--- src/rtl/ecc_log_pkg.sv ---
package ecc_log_pkg;
   localparam int REG_AW = 4;
   localparam int DATA_W = 32;

   // word offsets of the register port
   localparam logic [REG_AW-1:0] OFS_FIRST   = 4'd0;
   localparam logic [REG_AW-1:0] OFS_NEXT    = 4'd1;
   localparam logic [REG_AW-1:0] OFS_CE_ADDR = 4'd2;
   localparam logic [REG_AW-1:0] OFS_UE_ADDR = 4'd3;
   localparam logic [REG_AW-1:0] OFS_SYN     = 4'd4;
   localparam logic [REG_AW-1:0] OFS_CHAN    = 4'd5;

   // bit positions inside both status registers
   localparam int BIT_CE = 0;
   localparam int BIT_UE = 1;

   typedef struct packed {
      logic ue;
      logic ce;
   } err_pair_t;
endpackage

--- src/rtl/ecc_syn_chan.sv ---
module ecc_syn_chan #(
   parameter int SYN_W = 16
) (
   input  logic [SYN_W-1:0] syn,
   output logic             chan
);
   localparam int HALF = SYN_W / 2;
   localparam int NIB  = SYN_W / 4;

   if (SYN_W % 8 != 0 || SYN_W < 8) begin : g_bad_w
      $fatal(1, "ecc_syn_chan: SYN_W must be a multiple of 8");
   end

   logic hi_zero, lo_zero, top_zero, sec_zero;

   always_comb begin
      hi_zero  = (syn[SYN_W-1:HALF] == '0);
      lo_zero  = (syn[HALF-1:0] == '0);
      top_zero = (syn[SYN_W-1:SYN_W-NIB] == '0);
      sec_zero = (syn[SYN_W-NIB-1:HALF] == '0);
      if (hi_zero)                   chan = 1'b0;
      else if (lo_zero)              chan = 1'b1;
      else if (top_zero || sec_zero) chan = 1'b0;
      else                           chan = 1'b1;
   end
endmodule

--- src/rtl/ecc_class_log.sv ---
module ecc_class_log #(
   parameter int PAGE_W  = 22,
   parameter int SYN_W   = 16,
   parameter bit HAS_SYN = 1'b1
) (
   input  logic              clk,
   input  logic              rst_n,
   input  logic              evt,
   input  logic [PAGE_W-1:0] page,
   input  logic [SYN_W-1:0]  syn,
   input  logic              clr_first,
   input  logic              clr_next,
   output logic              first_q,
   output logic              next_q,
   output logic [PAGE_W-1:0] page_log,
   output logic [SYN_W-1:0]  syn_log,
   output logic              chan_log
);
   logic load;
   assign load = evt && !first_q;

   always_ff @(posedge clk or negedge rst_n) begin
      if (!rst_n) begin
         first_q  <= 1'b0;
         next_q   <= 1'b0;
         page_log <= '0;
      end else begin
         first_q <= (first_q && !clr_first) || evt;
         next_q  <= (next_q && !clr_next) || (evt && first_q);
         if (load) page_log <= page;
      end
   end

   if (HAS_SYN) begin : g_syn
      logic chan_dec;
      ecc_syn_chan #(.SYN_W(SYN_W)) u_chan (.syn(syn), .chan(chan_dec));

      always_ff @(posedge clk or negedge rst_n) begin
         if (!rst_n) begin
            syn_log  <= '0;
            chan_log <= 1'b0;
         end else if (load) begin
            syn_log  <= syn;
            chan_log <= chan_dec;
         end
      end

      AST_CHAN_UPPER_ZERO: assert property (@(posedge clk) disable iff (!rst_n)
         (load && syn[SYN_W-1:SYN_W/2] == '0) |=> !chan_log);
      AST_SYN_HELD: assert property (@(posedge clk) disable iff (!rst_n)
         first_q |=> $stable(syn_log));
   end else begin : g_nosyn
      logic unused_syn;
      assign unused_syn = ^syn;
      assign syn_log  = '0;
      assign chan_log = 1'b0;
   end

   AST_LOG_HELD: assert property (@(posedge clk) disable iff (!rst_n)
      first_q |=> $stable(page_log));
   AST_LOG_LOAD: assert property (@(posedge clk) disable iff (!rst_n)
      load |=> (page_log == $past(page)));
   AST_NEXT_NEEDS_FIRST: assert property (@(posedge clk) disable iff (!rst_n)
      $rose(next_q) |-> $past(first_q));
   AST_EVT_WINS: assert property (@(posedge clk) disable iff (!rst_n)
      evt |=> first_q);
   AST_CLR_FIRST: assert property (@(posedge clk) disable iff (!rst_n)
      (clr_first && !evt) |=> !first_q);
endmodule

--- src/rtl/ecc_reg_rd.sv ---
module ecc_reg_rd
   import ecc_log_pkg::*;
#(
   parameter int PAGE_W  = 22,
   parameter int LOG_LSB = 6,
   parameter int SYN_W   = 16
) (
   input  logic [REG_AW-1:0] reg_addr,
   input  err_pair_t         first_bits,
   input  err_pair_t         next_bits,
   input  logic [PAGE_W-1:0] ce_page,
   input  logic [PAGE_W-1:0] ue_page,
   input  logic [SYN_W-1:0]  syn_log,
   input  logic              chan_log,
   output logic [DATA_W-1:0] rdata
);
   localparam int TOP_PAD = DATA_W - LOG_LSB - PAGE_W;

   if (TOP_PAD < 0 || SYN_W > DATA_W) begin : g_bad_fit
      $fatal(1, "ecc_reg_rd: log fields do not fit the data word");
   end

   function automatic logic [DATA_W-1:0] place_page(input logic [PAGE_W-1:0] p);
      logic [DATA_W-1:0] w;
      w = '0;
      w[LOG_LSB +: PAGE_W] = p;
      return w;
   endfunction

   always_comb begin
      rdata = '0;
      case (reg_addr)
         OFS_FIRST:   rdata[1:0] = first_bits;
         OFS_NEXT:    rdata[1:0] = next_bits;
         OFS_CE_ADDR: rdata = place_page(ce_page);
         OFS_UE_ADDR: rdata = place_page(ue_page);
         OFS_SYN:     rdata[SYN_W-1:0] = syn_log;
         OFS_CHAN:    rdata[0] = chan_log;
         default:     rdata = '0;
      endcase
   end
endmodule

--- src/rtl/ecc_err_logger.sv ---
module ecc_err_logger
   import ecc_log_pkg::*;
#(
   parameter int ADDR_W   = 34,
   parameter int PAGE_LSB = 12,
   parameter int LOG_LSB  = 6,
   parameter int SYN_W    = 16
) (
   input  logic                clk,
   input  logic                rst_n,
   input  logic                ce_evt,
   input  logic                ue_evt,
   input  logic [ADDR_W-1:0]   evt_addr,
   input  logic [SYN_W-1:0]    evt_syn,
   input  logic [REG_AW-1:0]   reg_addr,
   input  logic                reg_wr,
   input  logic [DATA_W-1:0]   reg_wdata,
   output logic [DATA_W-1:0]   reg_rdata,
   output logic                irq
);
   localparam int PAGE_W = ADDR_W - PAGE_LSB;

   if (PAGE_W < 1 || PAGE_LSB < 1) begin : g_bad_addr
      $fatal(1, "ecc_err_logger: ADDR_W must exceed PAGE_LSB");
   end

   logic [PAGE_W-1:0] page;
   logic              unused_bits;
   assign page        = evt_addr[ADDR_W-1:PAGE_LSB];
   assign unused_bits = ^{evt_addr[PAGE_LSB-1:0], reg_wdata[DATA_W-1:2]};

   // write-one-to-clear decode
   err_pair_t clr_first, clr_next;
   always_comb begin
      clr_first    = '0;
      clr_next     = '0;
      if (reg_wr && reg_addr == OFS_FIRST) begin
         clr_first.ce = reg_wdata[BIT_CE];
         clr_first.ue = reg_wdata[BIT_UE];
      end
      if (reg_wr && reg_addr == OFS_NEXT) begin
         clr_next.ce = reg_wdata[BIT_CE];
         clr_next.ue = reg_wdata[BIT_UE];
      end
   end

   err_pair_t         first_bits, next_bits;
   logic [PAGE_W-1:0] ce_page, ue_page;
   logic [SYN_W-1:0]  syn_log, ue_syn_unused;
   logic              chan_log, ue_chan_unused;

   ecc_class_log #(.PAGE_W(PAGE_W), .SYN_W(SYN_W), .HAS_SYN(1'b1)) u_ce (
      .clk(clk), .rst_n(rst_n), .evt(ce_evt), .page(page), .syn(evt_syn),
      .clr_first(clr_first.ce), .clr_next(clr_next.ce),
      .first_q(first_bits.ce), .next_q(next_bits.ce),
      .page_log(ce_page), .syn_log(syn_log), .chan_log(chan_log));

   ecc_class_log #(.PAGE_W(PAGE_W), .SYN_W(SYN_W), .HAS_SYN(1'b0)) u_ue (
      .clk(clk), .rst_n(rst_n), .evt(ue_evt), .page(page), .syn(evt_syn),
      .clr_first(clr_first.ue), .clr_next(clr_next.ue),
      .first_q(first_bits.ue), .next_q(next_bits.ue),
      .page_log(ue_page), .syn_log(ue_syn_unused), .chan_log(ue_chan_unused));

   logic unused_ue;
   assign unused_ue = ^{ue_syn_unused, ue_chan_unused};

   ecc_reg_rd #(.PAGE_W(PAGE_W), .LOG_LSB(LOG_LSB), .SYN_W(SYN_W)) u_rd (
      .reg_addr(reg_addr), .first_bits(first_bits), .next_bits(next_bits),
      .ce_page(ce_page), .ue_page(ue_page), .syn_log(syn_log),
      .chan_log(chan_log), .rdata(reg_rdata));

   assign irq = |{first_bits, next_bits};

   AST_IRQ_ON_EVT: assert property (@(posedge clk) disable iff (!rst_n)
      (ce_evt || ue_evt) |=> irq);
   AST_RSVD_ZERO: assert property (@(posedge clk) disable iff (!rst_n)
      (reg_addr == OFS_CE_ADDR || reg_addr == OFS_UE_ADDR)
         |-> (reg_rdata[DATA_W-1:LOG_LSB+PAGE_W] == '0 && reg_rdata[LOG_LSB-1:0] == '0));
   AST_STATUS_UPPER_ZERO: assert property (@(posedge clk) disable iff (!rst_n)
      (reg_addr == OFS_FIRST || reg_addr == OFS_NEXT) |-> reg_rdata[DATA_W-1:2] == '0);
endmodule

--- config.mk ---
export PLATFORM = sky130hd
export DESIGN_NAME = ecc_err_logger
export DESIGN_NICKNAME = d
export VERILOG_FILES = /design/src/rtl/ecc_log_pkg.sv /design/src/rtl/ecc_syn_chan.sv /design/src/rtl/ecc_class_log.sv /design/src/rtl/ecc_reg_rd.sv /design/src/rtl/ecc_err_logger.sv
export SDC_FILE = /design/constraint.sdc
export NUM_CORES = 1
export LEC_CHECK = 0
export BUFFER_PORTS_ARGS = -buffer_cell sky130_fd_sc_hd__buf_4
export CAP_MARGIN = 20
export CORE_ASPECT_RATIO = 1.2
export CORE_MARGIN = 4
export CORE_UTILIZATION = 30
export DETAILED_ROUTE_END_ITERATION = 8
export GPL_TIMING_DRIVEN = 0
export PLACE_DENSITY = 0.51
export REMOVE_ABC_BUFFERS = 1
export SLEW_MARGIN = 25
export SYNTH_ARGS = -nofsm -noshare
export SYNTH_HDL_FRONTEND = slang
export SYNTH_SLANG_ARGS = --single-unit
--- constraint.sdc ---
create_clock -name clk -period 1.9 [get_ports clk]
set_clock_uncertainty 0.05 [all_clocks]
set_input_delay 0.095 -clock clk [delete_from_list [all_inputs] [get_ports clk]]
set_output_delay 0.095 -clock clk [all_outputs]
set_load 0.05 [all_outputs]
==> metrics.txt <==
Setup CP Type reg2reg; CTS Buf Count 9; Synth top area share 54.81%; Yosys reg bits between 60 and 70; Worst-path clk slew 50 ps; crit-path cells nor2b_4 -> buf_16 -> mux2_2; area of the die ~12,000 sq um; power share of the clock group 44.9%; clock buffer depth 2; cell taking the most area after synthesis dfrtp_1; GRT Total Usage roughly an eighth; setup tns final 0 ps; Antenna diodes 0; H-tree Lvls 3; DRT Pass-1 Iters 4; MaxCap Viol Count 0; CTS root buf clkbuf_16; share of cells above drive strength 1 roughly half; largest net degree at the start of global routing 66; sequential share of the synthesized area 54.81%; initial antenna violation count 0; YS warnings 0; min cycle time layout between 1500 and 2000 ps; Pwr Density between 1000 and 1500 nW/um^2; Switch Pwr just over 0.001 W; total congestion overflow 0; Pint approximately 0.0036 W; Synth area leaders dfrtp_1 (55%), mux2_2 (23%), a22o_1 (4.1%); vias in the first global route around 2.4k; unrepaired setup endpoints after global routing false; total routed wirelength between 7 and 8 mm; endpoints failing hold 0; post-synthesis cell area 2968 sq um; vias per std cell ~4.8; number of DRC markers in iteration 0 91; CP max stage delay 560 ps; total clock sinks 65; CP Max Fanout 21; DP HPWL roughly 5 mm; Layout fillers a little under 900; first-pass GRT wire length ~12 mm; die height between 100 and 150 microns; Syn Area/Cell between 10 and 15 sq um; via count about 2.2k; WL/cell between 15 and 20 microns; DRT antenna net count 0; I/O Buffers between 70 and 80; global placement routability congestion approximately 0.77; Static Leak between 2 and 2.5 nW; Layout Cells excl Fill roughly 460; Reg power frac 39.6%; Req. time, crit path 2060 ps; synth unique cells 29; crit path DAT 1930 ps; Chip Width roughly 99 microns; Layout area overhead 51.85%; final setup fails 0; worst-skew pair later-pin latency 320 ps; Hold Crit Class in2reg; Rows 39; Net Sw Frac between 20% and 30%; Max Freq about 560 MHz; cts repair resizes 0; CTS tree done; slowest CP cell nor2b_4; Syn Inst Count approximately 210; Layout Nets 422; Worst setup EP type flop; Worst Max-Slew Pin Slew approximately 860 ps; Comb power frac 15.6%; initial core utilization a little under a third; outcome finished clean; CP Launch Type flop; DR DRC count 0; Core Region 9613 sq um; Max Transition Viols Final 0; Max-slew headroom approximately 43%; Peak VDD IR 0.6520 mV; IO Pins between 100 and 150; period utilization 93.41%; dpl cells ~400
## per-layer routing
layer	up-vias	wire (microns)	share of wire [%]	global-route usage (%)
met3	9	336	4.5	3.260
met1	1108	3035	41	15.91
met5	-	0	0	0
li1	1023	-	-	-
met2	56	3953	53	23.25
met4	0	71	0.96	5.373
## area by class of cell
| cell class | instances | area, sq um | area share (%) |
|---|---|---|---|
| clock buffers | 11 | 252.7 | 5.608 |
| clock inverters | 5 | 125.1 | 2.776 |
| inverters | 10 | 37.54 | 0.8329 |
| multi-input cells | 120 | 1226 | 27.21 |
| flip-flops and latches | 65 | 1627 | 36.09 |
| well taps | 123 | 153.9 | 3.415 |
| repair buffers | 125 | 1085 | 24.07 |
## synth_stat cells
library cell  count
a21o_1            2
a222oi_1         10
a22o_1           14
a31o_1            1
and2_2            4
buf_2             8
buf_4             7
buf_6             1
conb_1            1
dfrtp_1          65
inv_1            10
mux2_2           60
mux2i_1           1
mux4_1            1
nand2_1           1
nand3_1           2
nand4b_1          2
nor2_1            1
nor2b_1           3
nor3_1            1
nor3b_1           2
nor4_1            2
nor4b_4           2
nor4bb_4          1
o21ai_0           1
o22a_2            1
o31ai_1           1
or4_1             2
or4_4             1
## state kept, by name, summed over array words and instances (netlist names)
name	flops
u_ce.chan_log	1
u_ce.first_q	1
u_ce.next_q	1
u_ce.page_log	22
u_ce.syn_log	16
u_ue.first_q	1
u_ue.next_q	1
u_ue.page_log	22
## per-stage QoR
step / hold WS [ps] / utilization, % / instance area (sq um) / total power (W) / setup WS, ps
6_report: 27.53 / 46.88 / 4507 / 0.004597 / 125.1
5_1_grt: 24.94 / 46.88 / 4507 / 0.004826 / 38.48
3_5_place_dp: 206.5 / 38.47 / 3699 / 0.002505 / 42.68
3_3_place_gp: 216.3 / 37.52 / 3607 / 0.002469 / -2097
2_1_floorplan: -250.6 / - / 2875 / 0.002247 / -878.2
4_1_cts: 14.21 / 46.67 / 4487 / 0.004665 / 43.72
## cells in the final DEF (no fill, tap or decap), types with 4 or more instances in the layout
cell	n
buf_4	80
a222oi_1	10
clkbuf_16	9
bufinv_16	4
inv_1	10
dlygate4sd3_1	41
mux2_2	60
and2_2	4
dfrtp_1	65
conb_1	4
a22o_1	14
## path summary, 6_finish.rpt
| check | startpoint | endpoint | slack, ps | cells past startpoint |
|---|---|---|---|---|
| min reg2reg | u_ce.syn_log[5]$_DFFE_PN0P_ | u_ce.syn_log[5]$_DFFE_PN0P_ | 440 | 1 |
| max | u_ce.first_q$_DFF_PN0_ | u_ce.page_log[3]$_DFFE_PN0P_ | 130 | 3 |
| max in group asynchronous | rst_n | u_ce.syn_log[15]$_DFFE_PN0P_ | 860 | 2 |
| min in group asynchronous | rst_n | u_ue.first_q$_DFF_PN0_ | 350 | 2 |
| max reg2reg | u_ce.first_q$_DFF_PN0_ | u_ce.page_log[3]$_DFFE_PN0P_ | 130 | 3 |
| min | reg_wdata[1] | u_ue.first_q$_DFF_PN0_ | 30 | 3 |
## worst max-delay path: cells and delay by family, from the launching register on
kind	cells	cell delay, ps
multiplexers	1	350
flip-flops	1	430
AND/OR/NAND/NOR	1	560
buffers and inverters	1	250
## what timing repair did
item	CTS	global route
endpoints found under the hold margin	129	0
endpoints found under the setup margin	0	3
buffers inserted	0	1
hold buffers	41	0
## kinds of logic (layout without fill, tap and decap cells)
group	after synthesis	after routing	synth area share (%)
flip-flops	65	65	54.81
AND/OR/NAND/NOR	24	24	7.251
other	1	4	0.1264
AO/OA/AOI/OAI	30	30	9.064
multiplexers	62	62	23.99
buffers and inverters	26	151	4.764
## power groups by stage
| stage | clock [W] | sequential [W] | combinational, W |
|---|---|---|---|
| floorplan | 0 | 0.00180 | 0.000447 |
| global placement | 0 | 0.00183 | 0.000637 |
| detailed placement | 0 | 0.00185 | 0.000657 |
| CTS | 0.00212 | 0.00182 | 0.000727 |
| global route | 0.00218 | 0.00186 | 0.000788 |
| finish | 0.00206 | 0.00182 | 0.000716 |
Power figures use the tool's default switching activity.
